[src/rtl/vpw_rx_pkg.sv]
package vpw_rx_pkg;
  typedef enum logic [2:0] {
    SYM_DATA    = 3'd0,
    SYM_SOF     = 3'd1,
    SYM_EOD     = 3'd2,
    SYM_EOF     = 3'd3,
    SYM_IFS     = 3'd4,
    SYM_BREAK   = 3'd5,
    SYM_IDLE    = 3'd6,
    SYM_INVALID = 3'd7
  } vpw_sym_e;
endpackage

[src/rtl/vpw_rx_filter.sv]
module vpw_rx_filter #(
  parameter int SYNC_STAGES = 2,
  parameter int VOTE_TAPS   = 3
) (
  input  logic clk,
  input  logic rst_n,
  input  logic bus_i,
  output logic level_o
);
  localparam int VOTE_NEED = VOTE_TAPS / 2 + 1;

  logic [SYNC_STAGES-1:0] sync_q, sync_d;
  logic [VOTE_TAPS-1:0]   tap_q, tap_d;
  logic                   vote_d;

  always_comb begin
    sync_d = {sync_q[SYNC_STAGES-2:0], bus_i};
    tap_d  = {tap_q[VOTE_TAPS-2:0], sync_q[SYNC_STAGES-1]};
    vote_d = ($countones(tap_q) >= VOTE_NEED);
  end

  always_ff @(posedge clk or negedge rst_n) begin
    if (!rst_n) begin
      sync_q  <= '0;
      tap_q   <= '0;
      level_o <= 1'b0;
    end else begin
      sync_q  <= sync_d;
      tap_q   <= tap_d;
      level_o <= vote_d;
    end
  end

  // a unanimous tap window forces the filtered level
  a_r1_vote_high: assert property (@(posedge clk) disable iff (!rst_n)
    (&tap_q) |=> level_o);
  a_r1_vote_low: assert property (@(posedge clk) disable iff (!rst_n)
    (~|tap_q) |=> !level_o);
endmodule

[src/rtl/vpw_rx_timer.sv]
module vpw_rx_timer #(
  parameter int CNT_W = 10
) (
  input  logic             clk,
  input  logic             rst_n,
  input  logic             level_i,
  output logic             level_q,
  output logic [CNT_W-1:0] width_q,
  output logic             edge_o
);
  localparam logic [CNT_W-1:0] CNT_MAX = '1;

  logic [CNT_W-1:0] width_d;

  always_comb begin
    edge_o = (level_i != level_q);
    if (edge_o)                 width_d = CNT_W'(1);
    else if (width_q == CNT_MAX) width_d = width_q;
    else                        width_d = width_q + CNT_W'(1);
  end

  always_ff @(posedge clk or negedge rst_n) begin
    if (!rst_n) begin
      level_q <= 1'b0;
      width_q <= CNT_MAX;
    end else begin
      level_q <= level_i;
      width_q <= width_d;
    end
  end

  // saturation holds, count never returns to zero
  a_r7_saturate: assert property (@(posedge clk) disable iff (!rst_n)
    (width_q == CNT_MAX && !edge_o) |=> (width_q == CNT_MAX));
  a_r7_no_wrap: assert property (@(posedge clk) disable iff (!rst_n)
    width_q != '0);
endmodule

[src/rtl/vpw_rx_decode.sv]
module vpw_rx_decode
  import vpw_rx_pkg::*;
#(
  parameter int CNT_W   = 10,
  parameter int T_SHORT = 34,
  parameter int T_LONG  = 96,
  parameter int T_FRAME = 163,
  parameter int T_END   = 239,
  parameter int T_IFS   = 280
) (
  input  logic             clk,
  input  logic             rst_n,
  input  logic             level_i,
  input  logic [CNT_W-1:0] width_i,
  input  logic             edge_i,
  output logic             valid_o,
  output vpw_sym_e         code_o,
  output logic             bit_o
);
  localparam logic [CNT_W-1:0] W_SHORT = CNT_W'(T_SHORT);
  localparam logic [CNT_W-1:0] W_LONG  = CNT_W'(T_LONG);
  localparam logic [CNT_W-1:0] W_FRAME = CNT_W'(T_FRAME);
  localparam logic [CNT_W-1:0] W_END   = CNT_W'(T_END);
  localparam logic [CNT_W-1:0] W_IFS   = CNT_W'(T_IFS);
  localparam logic [CNT_W-1:0] W_IDLE  = CNT_W'(T_IFS + 1);

  logic     hit_d, bit_d;
  vpw_sym_e code_d;

  always_comb begin
    hit_d  = 1'b0;
    code_d = SYM_DATA;
    bit_d  = 1'b0;
    if (!level_i) begin
      // passive: long symbols fire as the count reaches them
      if (width_i == W_FRAME) begin
        hit_d = 1'b1; code_d = SYM_EOD;
      end else if (width_i == W_END) begin
        hit_d = 1'b1; code_d = SYM_EOF;
      end else if (width_i == W_IFS) begin
        hit_d = 1'b1; code_d = SYM_IFS;
      end else if (width_i == W_IDLE) begin
        hit_d = 1'b1; code_d = SYM_IDLE;
      end else if (edge_i && width_i < W_FRAME) begin
        hit_d = 1'b1;
        if (width_i < W_SHORT)     code_d = SYM_INVALID;
        else if (width_i < W_LONG) bit_d  = 1'b0;
        else                       bit_d  = 1'b1;
      end
    end else if (edge_i) begin
      hit_d = 1'b1;
      if (width_i < W_SHORT)      code_d = SYM_INVALID;
      else if (width_i < W_LONG)  bit_d  = 1'b1;
      else if (width_i < W_FRAME) bit_d  = 1'b0;
      else if (width_i < W_END)   code_d = SYM_SOF;
      else                        code_d = SYM_BREAK;
    end
  end

  always_ff @(posedge clk or negedge rst_n) begin
    if (!rst_n) begin
      valid_o <= 1'b0;
      code_o  <= SYM_DATA;
      bit_o   <= 1'b0;
    end else begin
      valid_o <= hit_d;
      code_o  <= code_d;
      bit_o   <= bit_d;
    end
  end

  // every end of an active stretch produces a strobe
  a_r2_active_end_reports: assert property (@(posedge clk) disable iff (!rst_n)
    (edge_i && level_i) |=> valid_o);
  // end of data is reported once per stretch
  a_r5_eod_once: assert property (@(posedge clk) disable iff (!rst_n)
    (valid_o && code_o == SYM_EOD) |=> !(valid_o && code_o == SYM_EOD));
  // invalid only follows a width below the short window
  a_r6_invalid_short: assert property (@(posedge clk) disable iff (!rst_n)
    (valid_o && code_o == SYM_INVALID) |-> ($past(width_i) < W_SHORT));
  // bit value is zero outside data symbols
  a_r8_bit_data_only: assert property (@(posedge clk) disable iff (!rst_n)
    (valid_o && code_o != SYM_DATA) |-> !bit_o);
endmodule

[src/rtl/vpw_rx_classifier.sv]
module vpw_rx_classifier
  import vpw_rx_pkg::*;
#(
  parameter int T_SHORT = 34,
  parameter int T_LONG  = 96,
  parameter int T_FRAME = 163,
  parameter int T_END   = 239,
  parameter int T_IFS   = 280
) (
  input  logic       clk,
  input  logic       rst_n,
  input  logic       bus_i,
  output logic       sym_valid_o,
  output logic [2:0] sym_code_o,
  output logic       sym_bit_o
);
  localparam int CNT_W = $clog2(T_IFS + 2) + 1;

  logic [1:0]       rst_sync_q;
  logic             rst_n_s;
  logic             level_f, level_q, edge_w;
  logic [CNT_W-1:0] width_w;
  vpw_sym_e         code_w;

  always_ff @(posedge clk or negedge rst_n) begin
    if (!rst_n) rst_sync_q <= 2'b00;
    else        rst_sync_q <= {rst_sync_q[0], 1'b1};
  end
  assign rst_n_s = rst_sync_q[1];

  vpw_rx_filter #(.SYNC_STAGES(2), .VOTE_TAPS(3)) u_filter (
    .clk(clk), .rst_n(rst_n_s), .bus_i(bus_i), .level_o(level_f)
  );

  vpw_rx_timer #(.CNT_W(CNT_W)) u_timer (
    .clk(clk), .rst_n(rst_n_s), .level_i(level_f),
    .level_q(level_q), .width_q(width_w), .edge_o(edge_w)
  );

  vpw_rx_decode #(
    .CNT_W(CNT_W), .T_SHORT(T_SHORT), .T_LONG(T_LONG),
    .T_FRAME(T_FRAME), .T_END(T_END), .T_IFS(T_IFS)
  ) u_decode (
    .clk(clk), .rst_n(rst_n_s), .level_i(level_q), .width_i(width_w),
    .edge_i(edge_w), .valid_o(sym_valid_o), .code_o(code_w), .bit_o(sym_bit_o)
  );

  assign sym_code_o = code_w;
endmodule

[config.mk]
export PLATFORM = sky130hd
export DESIGN_NAME = vpw_rx_classifier
export DESIGN_NICKNAME = d
export VERILOG_FILES = /design/src/rtl/vpw_rx_pkg.sv /design/src/rtl/vpw_rx_filter.sv /design/src/rtl/vpw_rx_timer.sv /design/src/rtl/vpw_rx_decode.sv /design/src/rtl/vpw_rx_classifier.sv
export SDC_FILE = /design/constraint.sdc
export NUM_CORES = 1
export LEC_CHECK = 0
export BUFFER_PORTS_ARGS = -buffer_cell sky130_fd_sc_hd__buf_2
export CAP_MARGIN = 15
export CORE_MARGIN = 3
export CORE_UTILIZATION = 30
export DETAILED_ROUTE_END_ITERATION = 10
export HOLD_SLACK_MARGIN = 0.12
export PLACE_DENSITY_LB_ADDON = 0.2
export SLEW_MARGIN = 40
export SYNTH_ARGS = -nofsm -noshare
export SYNTH_HDL_FRONTEND = slang
export SYNTH_SLANG_ARGS = --single-unit
[constraint.sdc]
create_clock -name clk -period 0.9 [get_ports clk]
set_input_delay 0.09 -clock clk [delete_from_list [all_inputs] [get_ports clk]]
set_output_delay 0.09 -clock clk [all_outputs]
set_load 0.05 [all_outputs]
Yosys cells after proc, flatten, opt, wreduce, memory -nomap -nowiden
Index checks and enable logic that the tools add are counted.
{"block": "op_classes", "eq_ne": 7, "n_mux": 32, "n_lt_le_gt_ge": 5, "reduce_logical": 1, "n_addsub": 3}
{"cell": "$mux W3", "n": 12}
{"cell": "$add A32 B1 Y32", "n": 1}
{"cell": "$ge A32 B3 Y1 const B", "n": 1}
{"cell": "$eq A10 B8 Y1 const B", "n": 2}
{"cell": "$eq A10 B9 Y1 const B", "n": 2}
{"cell": "$lt A10 B8 Y1 const B", "n": 2}
{"cell": "$mux W10", "n": 2}
{"cell": "$mux W1", "n": 18}
{"cell": "$add A10 B1 Y10 const B", "n": 1}
{"cell": "$eq A10 B10 Y1 const B", "n": 1}
{"cell": "$lt A10 B6 Y1 const B", "n": 1}
{"cell": "$lt A10 B7 Y1 const B", "n": 1}
{"cell": "$add A1 B1 Y2", "n": 1}
{"cell": "$ne A2 B2 Y1 const B", "n": 1}
{"cell": "$logic_and A1 B1 Y1", "n": 1}
{"cell": "$ne A1 B1 Y1", "n": 1}
{"block": "totals", "reg_bits": 24, "word_cells": 57}

Longest topological paths before layout
Gate-level depths: netlist of the first run.
{"block": "logic_depth", "depth_word": 9, "mapped_depth": 6, "depth_no_buf": 6}

By module
A second synthesis of the first run with hierarchy kept.
{"block": "hier_totals", "hier_cells": 104, "hier_area_um2": 1132.3}
{"mod": "vpw_rx_timer", "seq_area_each_um2": 287.8, "n_inst": 1, "cells_per_inst": 53, "area_per_inst_um2": 550.5}
{"mod": "vpw_rx_decode", "seq_area_each_um2": 125.1, "n_inst": 1, "cells_per_inst": 40, "area_per_inst_um2": 357.8}
{"mod": "vpw_rx_filter", "seq_area_each_um2": 150.1, "n_inst": 1, "cells_per_inst": 8, "area_per_inst_um2": 170.2}
{"mod": "vpw_rx_classifier", "seq_area_each_um2": 50.0, "n_inst": 1, "cells_per_inst": 3, "area_per_inst_um2": 53.8}

Least setup slack after synthesis of the first run
OpenSTA, ideal clock, no wires.
{"block": "synth_path", "path_kind": "reg2reg", "startpoint": "reg u_timer.width_q[0]", "endpoint": "reg u_decode.valid_o", "arrival_time_ns": 1.766, "slack_ns": -0.951, "required_time_ns": 0.814, "path_stages_with_launch": 6, "path_cell_list": "dfstp_2 > ha_1 > nand3_1 > nor4b_1 > o21ai_0 > a32oi_1"}
{"block": "synth_between", "elab_chain_len": 8, "word_cells_on_any_way": 12, "classes_between": "1 x order compare; 4 x eq/ne; 6 x mux; 1 x reduce/logical"}
{"element": "start, declared", "line_no": "vpw_rx_timer.sv:8", "rtl": "output logic [CNT_W-1:0] width_q,"}
{"element": "start signal, assigned", "line_no": "vpw_rx_timer.sv:28", "rtl": "width_q <= width_d;"}
{"element": "$lt A10 B8 Y1", "line_no": "vpw_rx_decode.sv:44", "rtl": "end else if (edge_i && width_i < W_FRAME) begin"}
{"element": "$logic_and A1 B1 Y1", "line_no": "vpw_rx_decode.sv:44"}
{"element": "$mux W1", "line_no": "vpw_rx_decode.sv:44"}
{"element": "$mux W1", "line_no": "vpw_rx_decode.sv:42", "rtl": "end else if (width_i == W_IDLE) begin"}
{"element": "$mux W1", "line_no": "vpw_rx_decode.sv:40", "rtl": "end else if (width_i == W_IFS) begin"}
{"element": "$mux W1", "line_no": "vpw_rx_decode.sv:38", "rtl": "end else if (width_i == W_END) begin"}
{"element": "$mux W1 (*)", "line_no": "vpw_rx_decode.sv:36", "rtl": "if (width_i == W_FRAME) begin"}
{"element": "$mux W1 (*)", "line_no": "vpw_rx_decode.sv:34", "rtl": "if (!level_i) begin"}
{"element": "via u_decode.hit_d", "line_no": "vpw_rx_decode.sv:27", "rtl": "logic hit_d, bit_d;"}
{"element": "end signal, assigned", "line_no": "vpw_rx_decode.sv:66", "rtl": "valid_o <= hit_d;"}
{"element": "end, declared", "line_no": "vpw_rx_decode.sv:16", "rtl": "output logic valid_o,"}
The timed path passes the listed nets; every way through them passes the cells marked *.
A chain may end at the register's enable or synchronous reset.

Worst setup path in the final report of the first run
{"block": "layout_path", "startpoint": "reg u_timer.width_q[6]", "endpoint": "reg u_decode.valid_o"}
Same word-level chain as after synthesis.

==> metrics.yaml, run 1 <==
via_per_inst: 5.02
core.rowCount: 22
p_comb_share_pct: 32.1
io_buffer_count: 7
grt_use_total_pct: 14.2
cp_data_required_time_ps: 1100
max_clock_freq_mhz: 596
violations: "setup timing"
status: "finished, violations left"
yosys_most_used_dff: "dfrtp_1"
cts_buffer_depth: 2
clk_pin_slew_ps: 90
wl_per_cell_um: 15.2
cts_tree: "yes"
p_sw_mw: 1.04
drc: 0
crit_path_end_kind: "flop"
ys_seq_elements: 24
antenna_found_initial: 0
dp.final_hpwl_um: 2270
nets: 173
slew_viol_final: 0
synth.area.top_cells: "dfrtp_1 29%, dfstp_2 22%, ha_1 4.1%, a31oi_1 3.6%, nor2_1 2.5%"
die_w_um: 69.7
leakage_nw: 0.826
dieArea_um2: 4860
period_share_pct: 187
cts_buffers: 3
cts_max_level: 1
powerDensity_nw_per_um2: 1730
hold_ws_ps: 175
internal-power_mw: 2.42
synthesis.nets: 120
drt_iter0_markers: 39
gp_congestion: 0.835
grt_max_degree: 15
rsz0062_at_grt: "true"
synth_edf_count: 0
p_sw_share_pct: 30.1
start_util_pct: 32.0
cap_violations: 0
io_pins: 8
drive_above_1_share_pct: 58.8
synth_common_cells: "14 x dfrtp_1, 10 x dfstp_2, 8 x nor2_1, 7 x a31oi_1, 5 x nand3_1"
cts_sinks: 24
power_frac_seq_pct: 40.0
total_power_mw: 3.46
fin_worst_skew_ps: 6.40
die_h_um: 69.7
syn_area_um2: 1220
crit_fanout: 5
root_buffer: "clkbuf_8"
ys_warn_count: 0
setup_viol: 17
ys_seq_area_share_pct: 50.4
postSynthCellCount: 113
avgSynthCellArea_um2: 10.8
synth_top_cell_by_area: "dfrtp_1"
async_flop_share_pct: 100
dr_total_vias: 1070
fin_util_pct: 52.5
finalHoldViolCount: 0
yosysMostFrequentCell: "dfrtp_1"
coreArea_um2: 3800
firstDrtPassIters: 4
tightest_slew_ps: 626
setup_ws_ps: -779
arrival_ps: 1880
critical_path_class: "reg -> reg"
synth_cell_types: 45
grt_overflow_total: 0
hold_class: "reg -> async"
worstSkewPairLatency_ps: 270
grt_pass1_vias: 1138
clockPowerShare_pct: 27.9
syn_to_final_growth_pct: 63.9
place_ws_ps: -795
ant_nets: 0
start_kind: "flop"
vdd_ir_drop_max_mv: 0.723
fin_crit_ps: 1680
synth.top_cell.area_share_pct: 28.8
antennaDiodeCount: 0
wl_um: 3240
grt_pass1_wl_um: 5500
slew_headroom_pct: 58.1
routing by layer:
| metal | track usage (%) | vias to the layer above | share of wire, % | wire (um) |
|---|---|---|---|---|
| met1 | 16.9 | 520 | 44 | 1410 |
| met2 | 25.3 | 14 | 52 | 1680 |
| met5 | 0 | - | 0 | 0 |
| met3 | 2.17 | 6 | 2.0 | 66 |
| li1 | - | 530 | - | - |
| met4 | 5.74 | 0 | 2.5 | 80 |
worst max-delay path: stages (launching register included):
cell and delay [ps]:
dfstp_2 400, or4_4 530, o221a_1 250, or2_1 220
a32oi_1 190
cells by family (layout without fill, tap and decap cells):
| kind of cell | count (synthesis) | after routing | share of synthesized area [%] |
|---|---|---|---|
| multiplexers | 2 | 2 | 1.64 |
| adder cells (fa/ha/maj) | 4 | 4 | 4.11 |
| buffers and inverters | 11 | 63 | 4.42 |
| AND/OR/NAND/NOR | 35 | 35 | 17.3 |
| XOR/XNOR | 4 | 4 | 2.88 |
| AO/OA/AOI/OAI | 32 | 32 | 19.0 |
| flip-flops | 24 | 24 | 50.4 |
| other | 1 | 1 | 0.308 |
repair_timing:
action	4_1_cts	5_1_grt
setup buffers	6	10
setup endpoints to repair	21	21
resized for setup	33	14
endpoints found under the hold margin	3	0
hold buffers	3	0
pin swaps	18	9
cells in the final DEF, fill, tap and decap left out, drive strengths merged, types with 2 or more instances in the layout:
cell         instances
buf                 52
clkbuf               3
nor2                 8
o21ai                5
dfrtp               14
nand3                5
dlygate4sd3          3
a211oi               3
o41ai                2
nor3                 3
a31oi                7
inv                  4
or3                  2
ha                   4
a21oi                4
nand2                4
dfstp               10
o211ai               2
nor4b                2
xnor2                3
or4                  2
mux2i                2
and4                 2
or2                  2
and3                 2
metrics by stage:
step	TNS [ps]	instance area, um^2	cells
6_report	-10170	2000	213
5_1_grt	-11420	2000	213
4_1_cts	-10160	1850	205
3_5_place_dp	-10410	1580	194
3_3_place_gp	-10070	1580	194
2_1_floorplan	-8730	1300	113
final timing paths:
kind / start / endpoint / slack [ps] / cells after the start
setup / recovery: u_timer.width_q[6]$_DFFE_PN1P_ / u_decode.valid_o$_DFF_PN0_ / -780 / 4
hold / removal: rst_sync_q[1]$_DFF_PN0_ / u_decode.valid_o$_DFF_PN0_ / 170 / 1
setup reg to reg: u_timer.width_q[6]$_DFFE_PN1P_ / u_decode.valid_o$_DFF_PN0_ / -780 / 4
hold reg to reg: rst_sync_q[1]$_DFF_PN0_ / u_decode.valid_o$_DFF_PN0_ / 170 / 1
max in group asynchronous: rst_n / rst_sync_q[1]$_DFF_PN0_ / 110 / 3
min in group clk: rst_sync_q[0]$_DFF_PN0_ / rst_sync_q[1]$_DFF_PN0_ / 350 / 0
cell type report:
class | count | area (um^2)
clock inverter | 1 | 30.0
sequential | 24 | 613
timing repair buffer | 55 | 468
inverter | 4 | 15.0
multi-input combinational | 78 | 768
clock buffer | 3 | 41.3
tap | 48 | 60.1
fill | 329 | 1800
registers in the layout, summed over array words and instances, names as in the netlist:
name and cells:
u_filter.tap_q 3, rst_sync_q 2, u_timer.level_q 1, u_filter.sync_q 2
u_decode.bit_o 1, u_filter.level_o 1, u_timer.width_q 10, u_decode.code_o 3
u_decode.valid_o 1
power groups by stage:
stage               Combinational (mW)  Sequential (mW)  Clock, mW
finish                            1.11             1.38      0.965
global route                      1.21             1.39       1.05
CTS                              0.973             1.38      0.995
detailed placement               0.853             1.39          0
global placement                 0.828             1.39          0
floorplan                        0.391             1.48          0
No activity file was read; power rests on OpenSTA's default activity.
==> inputs of run 2 (changes only) <==
- clock period: 0.9 -> 1.9 ns (I/O delays scaled with it)
==> metrics.yaml, run 2 (synthesized netlist as in run 1, its figures left out) <==
status: "finished clean"  # was finished, violations left
grt_use_total_pct: 10.5  # was 14.2%
crit_path_end_kind: "flop"  # unchanged
start_util_pct: 32.0  # unchanged
gp_congestion: 0.822  # was 0.835
ff_latch_area_um2: 613  # unchanged
arrival_ps: 1910  # was 1880 ps
powerDensity_nw_per_um2: 974  # was 1730 nW/um^2
max_clock_freq_mhz: 566  # was 596 MHz
wl_um: 2400  # was 3240 um
reg_top3: "u_timer.width_q (10), u_decode.code_o (3), u_filter.tap_q (3)"  # unchanged
drive_above_1_share_pct: 27.0  # was 58.8%
setup_viol: 0  # was 17
fin_area_um2: 1410  # was 2000 um^2
die_w_um: 69.7  # unchanged
cap_violations: 0  # unchanged
cts_buffers: 3  # unchanged
firstDrtPassIters: 4  # unchanged
drc: 0  # unchanged
dr_total_vias: 898  # was 1,070
grt_pass1_wl_um: 4170  # was 5500 um
hold_class: "reg -> async"  # unchanged
via_per_inst: 5.28  # was 5.02
final_cell_mix: "14 x dfrtp_1, 10 x dfstp_2, 8 x nor2_1"  # was 36 x buf_4, 14 x buf_6, 14 x dfrtp_1
final_cells: 170  # was 213
ant_nets: 0  # unchanged
dpl-instance-area_um2: 1300  # was 1580 um^2
layout_commonest_cell: "dfrtp_1"  # was buf_4
wl_per_cell_um: 14.1  # was 15.2 um
rsz0062_at_grt: "false"  # was true
cts_max_level: 1  # unchanged
antennaDiodeCount: 0  # unchanged
antenna_found_initial: 0  # unchanged
setup_ws_ps: 134  # was -779 ps
dieArea_um2: 4860  # unchanged
crit_fanout: 11  # was 5
cp_data_required_time_ps: 2040  # was 1100 ps
fin_util_pct: 37.2  # was 52.5%
leakage_nw: 0.567  # was 0.826 nW
place_inst: 164  # was 194
vdd_ir_drop_max_mv: 0.367  # was 0.723 mV
cts_buffer_depth: 2  # unchanged
root_buffer: "clkbuf_8"  # unchanged
fin_tns_setup_ps: 0  # was -10,170 ps
fin_worst_skew_ps: 5.78  # was 6.40 ps
grt_pass1_vias: 871  # was 1,138
slew_headroom_pct: 62.3  # was 58.1%
grt_max_degree: 15  # unchanged
die_h_um: 69.7  # unchanged
cts_setup_buffers: 0  # was 6
dp.final_hpwl_um: 1670  # was 2270 um
total_power_mw: 1.38  # was 3.46 mW
coreArea_um2: 3800  # unchanged
drt_iter0_markers: 96  # was 39
cts_sinks: 24  # unchanged
fillCellCount: 383  # was 329
nets: 130  # was 173
start_kind: "flop"  # unchanged
multiInputGateArea_um2: 574  # was 768 um^2
regMostFlops: "u_timer.width_q"  # unchanged
tightest_slew_ps: 563  # was 626 ps
io_buffer_count: 7  # unchanged
worstSkewPairLatency_ps: 270  # about the same
cts_tree: "yes"  # unchanged
hold_ws_ps: 164  # was 175 ps
clk_pin_slew_ps: 90  # about the same
fin_crit_ps: 1770  # was 1680 ps
grt_overflow_total: 0  # unchanged
io_pins: 8  # unchanged
finalHoldViolCount: 0  # unchanged
critical_path_class: "reg -> reg"  # unchanged
core.rowCount: 22  # unchanged
largest_reg_flops: 10  # unchanged
period_share_pct: 92.9  # was 187%
place_ws_ps: 107  # was -795 ps
slew_viol_final: 0  # unchanged
syn_to_final_growth_pct: 15.9  # was 63.9%
## run 2: cell types whose count changed in the layout (fill, tap and decap cells not counted), moves of 4 or more
cell     before  now
buf_2         2    7
buf_4        36    3
buf_6        14    0
a21oi_1       0    4
a21oi_2       4    0
## run 2: where the power goes
group	switching [mW]	total (mW)	internal [mW]
Combinational	0.153	0.263	0.110
Sequential	0.0750	0.660	0.585
Clock	0.171	0.453	0.282
Total	0.398	1.38	0.977
## run 2: worst paths after layout
kind                                                 from  slack (ps)  cells after the start                              to
setup reg to reg           u_timer.width_q[6]$_DFFE_PN1P_         130                      4    u_decode.code_o[0]$_DFF_PN0_
setup / recovery           u_timer.width_q[6]$_DFFE_PN1P_         130                      4    u_decode.code_o[0]$_DFF_PN0_
hold reg to reg                   rst_sync_q[1]$_DFF_PN0_         160                      0    u_decode.code_o[1]$_DFF_PN0_
hold / removal                    rst_sync_q[1]$_DFF_PN0_         160                      0    u_decode.code_o[1]$_DFF_PN0_
max in group asynchronous         rst_sync_q[1]$_DFF_PN0_        1150                      1  u_timer.width_q[7]$_DFFE_PN1P_
min in group clk             u_filter.sync_q[0]$_DFF_PN0_         350                      0    u_filter.sync_q[1]$_DFF_PN0_
## run 2: repair_timing
item / in CTS / in global routing
endpoints found under the hold margin: 3 / 0
setup endpoints to repair: 0 / 6
gates resized for setup: 0 / 4
hold buffers: 2 / 0
## run 2: layout make-up
| type | count | share of cell area [%] |
|---|---|---|
| Multi-Input combinational cell | 78 | 40.7 |
| Clock inverter | 1 | 2.13 |
| Timing Repair Buffer | 12 | 5.50 |
| Clock buffer | 3 | 2.93 |
| Sequential cell | 24 | 43.4 |
| Inverter | 4 | 1.06 |
| Tap cell | 48 | 4.26 |
## run 2: critical path: stages (launching register included)
cell and delay, ps:
dfstp_2 440, or4_4 560, o221a_1 260, o31ai_1 250, o41ai_2 120
## run 2: per-layer routing
metal | vias up | GRT usage (%) | share of wire, %
li1 | 439 | - | -
met1 | 440 | 15.0 | 49
met2 | 17 | 14.6 | 46
met3 | 2 | 2.75 | 3.9
met4 | 0 | 4.68 | 0.79
met5 | - | 0 | 0
==> inputs of run 3 (changes only) <==
- RECOVER_POWER: default -> 100
- SLEW_MARGIN: 40 -> default
==> metrics.yaml, run 3 (synthesized netlist as in run 1, its figures left out) <==
start_kind: "flop"  # unchanged
rsz0062_at_grt: "false"  # unchanged
tightest_slew_ps: 644  # was 563 ps
setup_viol: 0  # unchanged
fin_tns_setup_ps: 0  # unchanged
grt_overflow_total: 0  # unchanged
drc: 0  # unchanged
hold_class: "reg -> async"  # unchanged
gp_congestion: 0.822  # unchanged
max_clock_freq_mhz: 557  # was 566 MHz
antennaDiodeCount: 0  # unchanged
layout_commonest_cell: "dfrtp_1"  # unchanged
fin_crit_ps: 1800  # was 1770 ps
grt_max_degree: 15  # unchanged
die_w_um: 69.7  # unchanged
core.rowCount: 22  # unchanged
antenna_found_initial: 0  # unchanged
cts_buffers: 3  # unchanged
clk_pin_slew_ps: 90  # about the same
start_util_pct: 32.0  # unchanged
final_cells: 170  # unchanged
reg_top3: "u_timer.width_q (10), u_decode.code_o (3), u_filter.tap_q (3)"  # unchanged
place_inst: 164  # unchanged
syn_to_final_growth_pct: 14.2  # was 15.9%
firstDrtPassIters: 4  # unchanged
drt_iter0_markers: 98  # was 96
cts_buffer_depth: 2  # unchanged
dr_total_vias: 899  # was 898
grt_use_total_pct: 10.5  # unchanged
powerDensity_nw_per_um2: 988  # was 974 nW/um^2
timing.rr.end: "u_decode.valid_o$_DFF_PN0_"  # was u_decode.code_o[0]$_DFF_PN0_
critical_path_class: "reg -> reg"  # unchanged
io_buffer_count: 7  # unchanged
wl_per_cell_um: 14.0  # was 14.1 um
worstSkewPairLatency_ps: 270  # about the same
dieArea_um2: 4860  # unchanged
cap_violations: 0  # unchanged
vdd_ir_drop_max_mv: 0.369  # was 0.367 mV
rrSetupSlack_ps: 100  # was 130 ps
wl_um: 2380  # was 2400 um
largest_reg_flops: 10  # unchanged
r2r_start: "u_timer.width_q[0]$_DFFE_PN1P_"  # was u_timer.width_q[6]$_DFFE_PN1P_
hold_ws_ps: 161  # was 164 ps
fillCellCount: 387  # was 383
cp_data_required_time_ps: 2090  # was 2040 ps
dp.final_hpwl_um: 1670  # unchanged
arrival_ps: 1980  # was 1910 ps
die_h_um: 69.7  # unchanged
regMostFlops: "u_timer.width_q"  # unchanged
final_cell_mix: "14 x dfrtp_1, 10 x dfstp_2, 8 x nor2_1, 8 x clkbuf_1, 7 x a31oi_1"  # was 14 x dfrtp_1, 10 x dfstp_2, 8 x nor2_1
coreArea_um2: 3800  # unchanged
fin_util_pct: 36.6  # was 37.2%
root_buffer: "clkbuf_8"  # unchanged
period_share_pct: 94.5  # was 92.9%
grt_pass1_vias: 871  # unchanged
ff2ff_path_depth: 6  # was 4
status: "finished clean"  # unchanged
crit_path_end_kind: "flop"  # unchanged
via_per_inst: 5.29  # was 5.28
slew_viol_final: 0  # unchanged
crit_fanout: 6  # was 11
leakage_nw: 0.540  # was 0.567 nW
cts_sinks: 24  # unchanged
finalHoldViolCount: 0  # unchanged
grt_pass1_wl_um: 4170  # unchanged
cts_tree: "yes"  # unchanged
ant_nets: 0  # unchanged
io_pins: 8  # unchanged
slew_headroom_pct: 57.0  # was 62.3%
nets: 130  # unchanged
cts_max_level: 1  # unchanged
drive_above_1_share_pct: 18.9  # was 27.0%
fin_worst_skew_ps: 6.22  # was 5.78 ps
run 3: cell count changes in the layout (fill, tap and decap cells not counted):
cell / before / now
or3_1: 1 / 2
clkbuf_1: 0 / 8
and3_1: 1 / 2
buf_2: 7 / 1
or3_4: 1 / 0
buf_4: 3 / 1
and3_2: 1 / 0
run 3: worst max path at each step:
stage | startpoint | to | slack, ps | depth (start not counted)
floorplan | u_timer.width_q[0]$_DFFE_PN1P_ | u_decode.valid_o$_DFF_PN0_ | 50 | 5
global placement | u_timer.width_q[0]$_DFFE_PN1P_ | u_decode.valid_o$_DFF_PN0_ | 140 | 6
detailed placement | u_timer.width_q[0]$_DFFE_PN1P_ | u_decode.code_o[0]$_DFF_PN0_ | 110 | 6
CTS | u_timer.width_q[0]$_DFFE_PN1P_ | u_decode.code_o[0]$_DFF_PN0_ | 80 | 6
global route | u_timer.width_q[0]$_DFFE_PN1P_ | u_decode.valid_o$_DFF_PN0_ | 20 | 6
finish | u_timer.width_q[0]$_DFFE_PN1P_ | u_decode.valid_o$_DFF_PN0_ | 100 | 6
run 3: metal layers:
metal / vias to the layer above / part of all wire (%) / track usage, %
met2: 24 / 45 / 14.6
li1: 444 / - / -
met5: - / 0 / 0
met4: 0 / 0.80 / 4.68
met3: 2 / 4.2 / 2.75
met1: 429 / 50 / 15.0
run 3: worst max-delay path: stages, from the launching register on:
cell      delay [ps]
dfstp_2          600
ha_1             200
nand3_2          140
nor4b_2          280
clkbuf_1         200
o21ai_0          120
a32oi_1          190
run 3: where the power goes:
group          total [mW]  switching (mW)  internal, mW  leakage [nW]
combinational       0.259           0.154         0.105         0.233
clock               0.454           0.172         0.282        0.0357
sequential          0.661          0.0757         0.585         0.270
total                1.37           0.401         0.972         0.540
run 3: final cells by class:
type	count	area (um^2)	area share [%]
flip-flops and latches	24	613	44.1
clock buffers	3	41.3	2.97
well taps	48	60.1	4.32
clock inverters	1	30.0	2.16
inverters	4	15.0	1.08
multi-input cells	78	568	40.9
repair buffers	12	62.6	4.50
run 3: repair_timing:
action / in CTS / in global routing
setup buffers: 0 / 0
hold buffers: 2 / 0
endpoints found under the setup margin: 0 / 6
gates resized for setup: 0 / 4
hold endpoints to repair: 3 / 0
run 3: per-stage QoR:
stage | cell area [um^2] | power, mW | setup WS (ps)
after floorplan | 1220 | 0.849 | 48.8
after global placement | 1300 | 0.920 | 135
after global routing | 1390 | 1.44 | 19.0
after CTS | 1390 | 1.38 | 80.0
after detailed placement | 1300 | 0.922 | 107
final | 1390 | 1.37 | 104
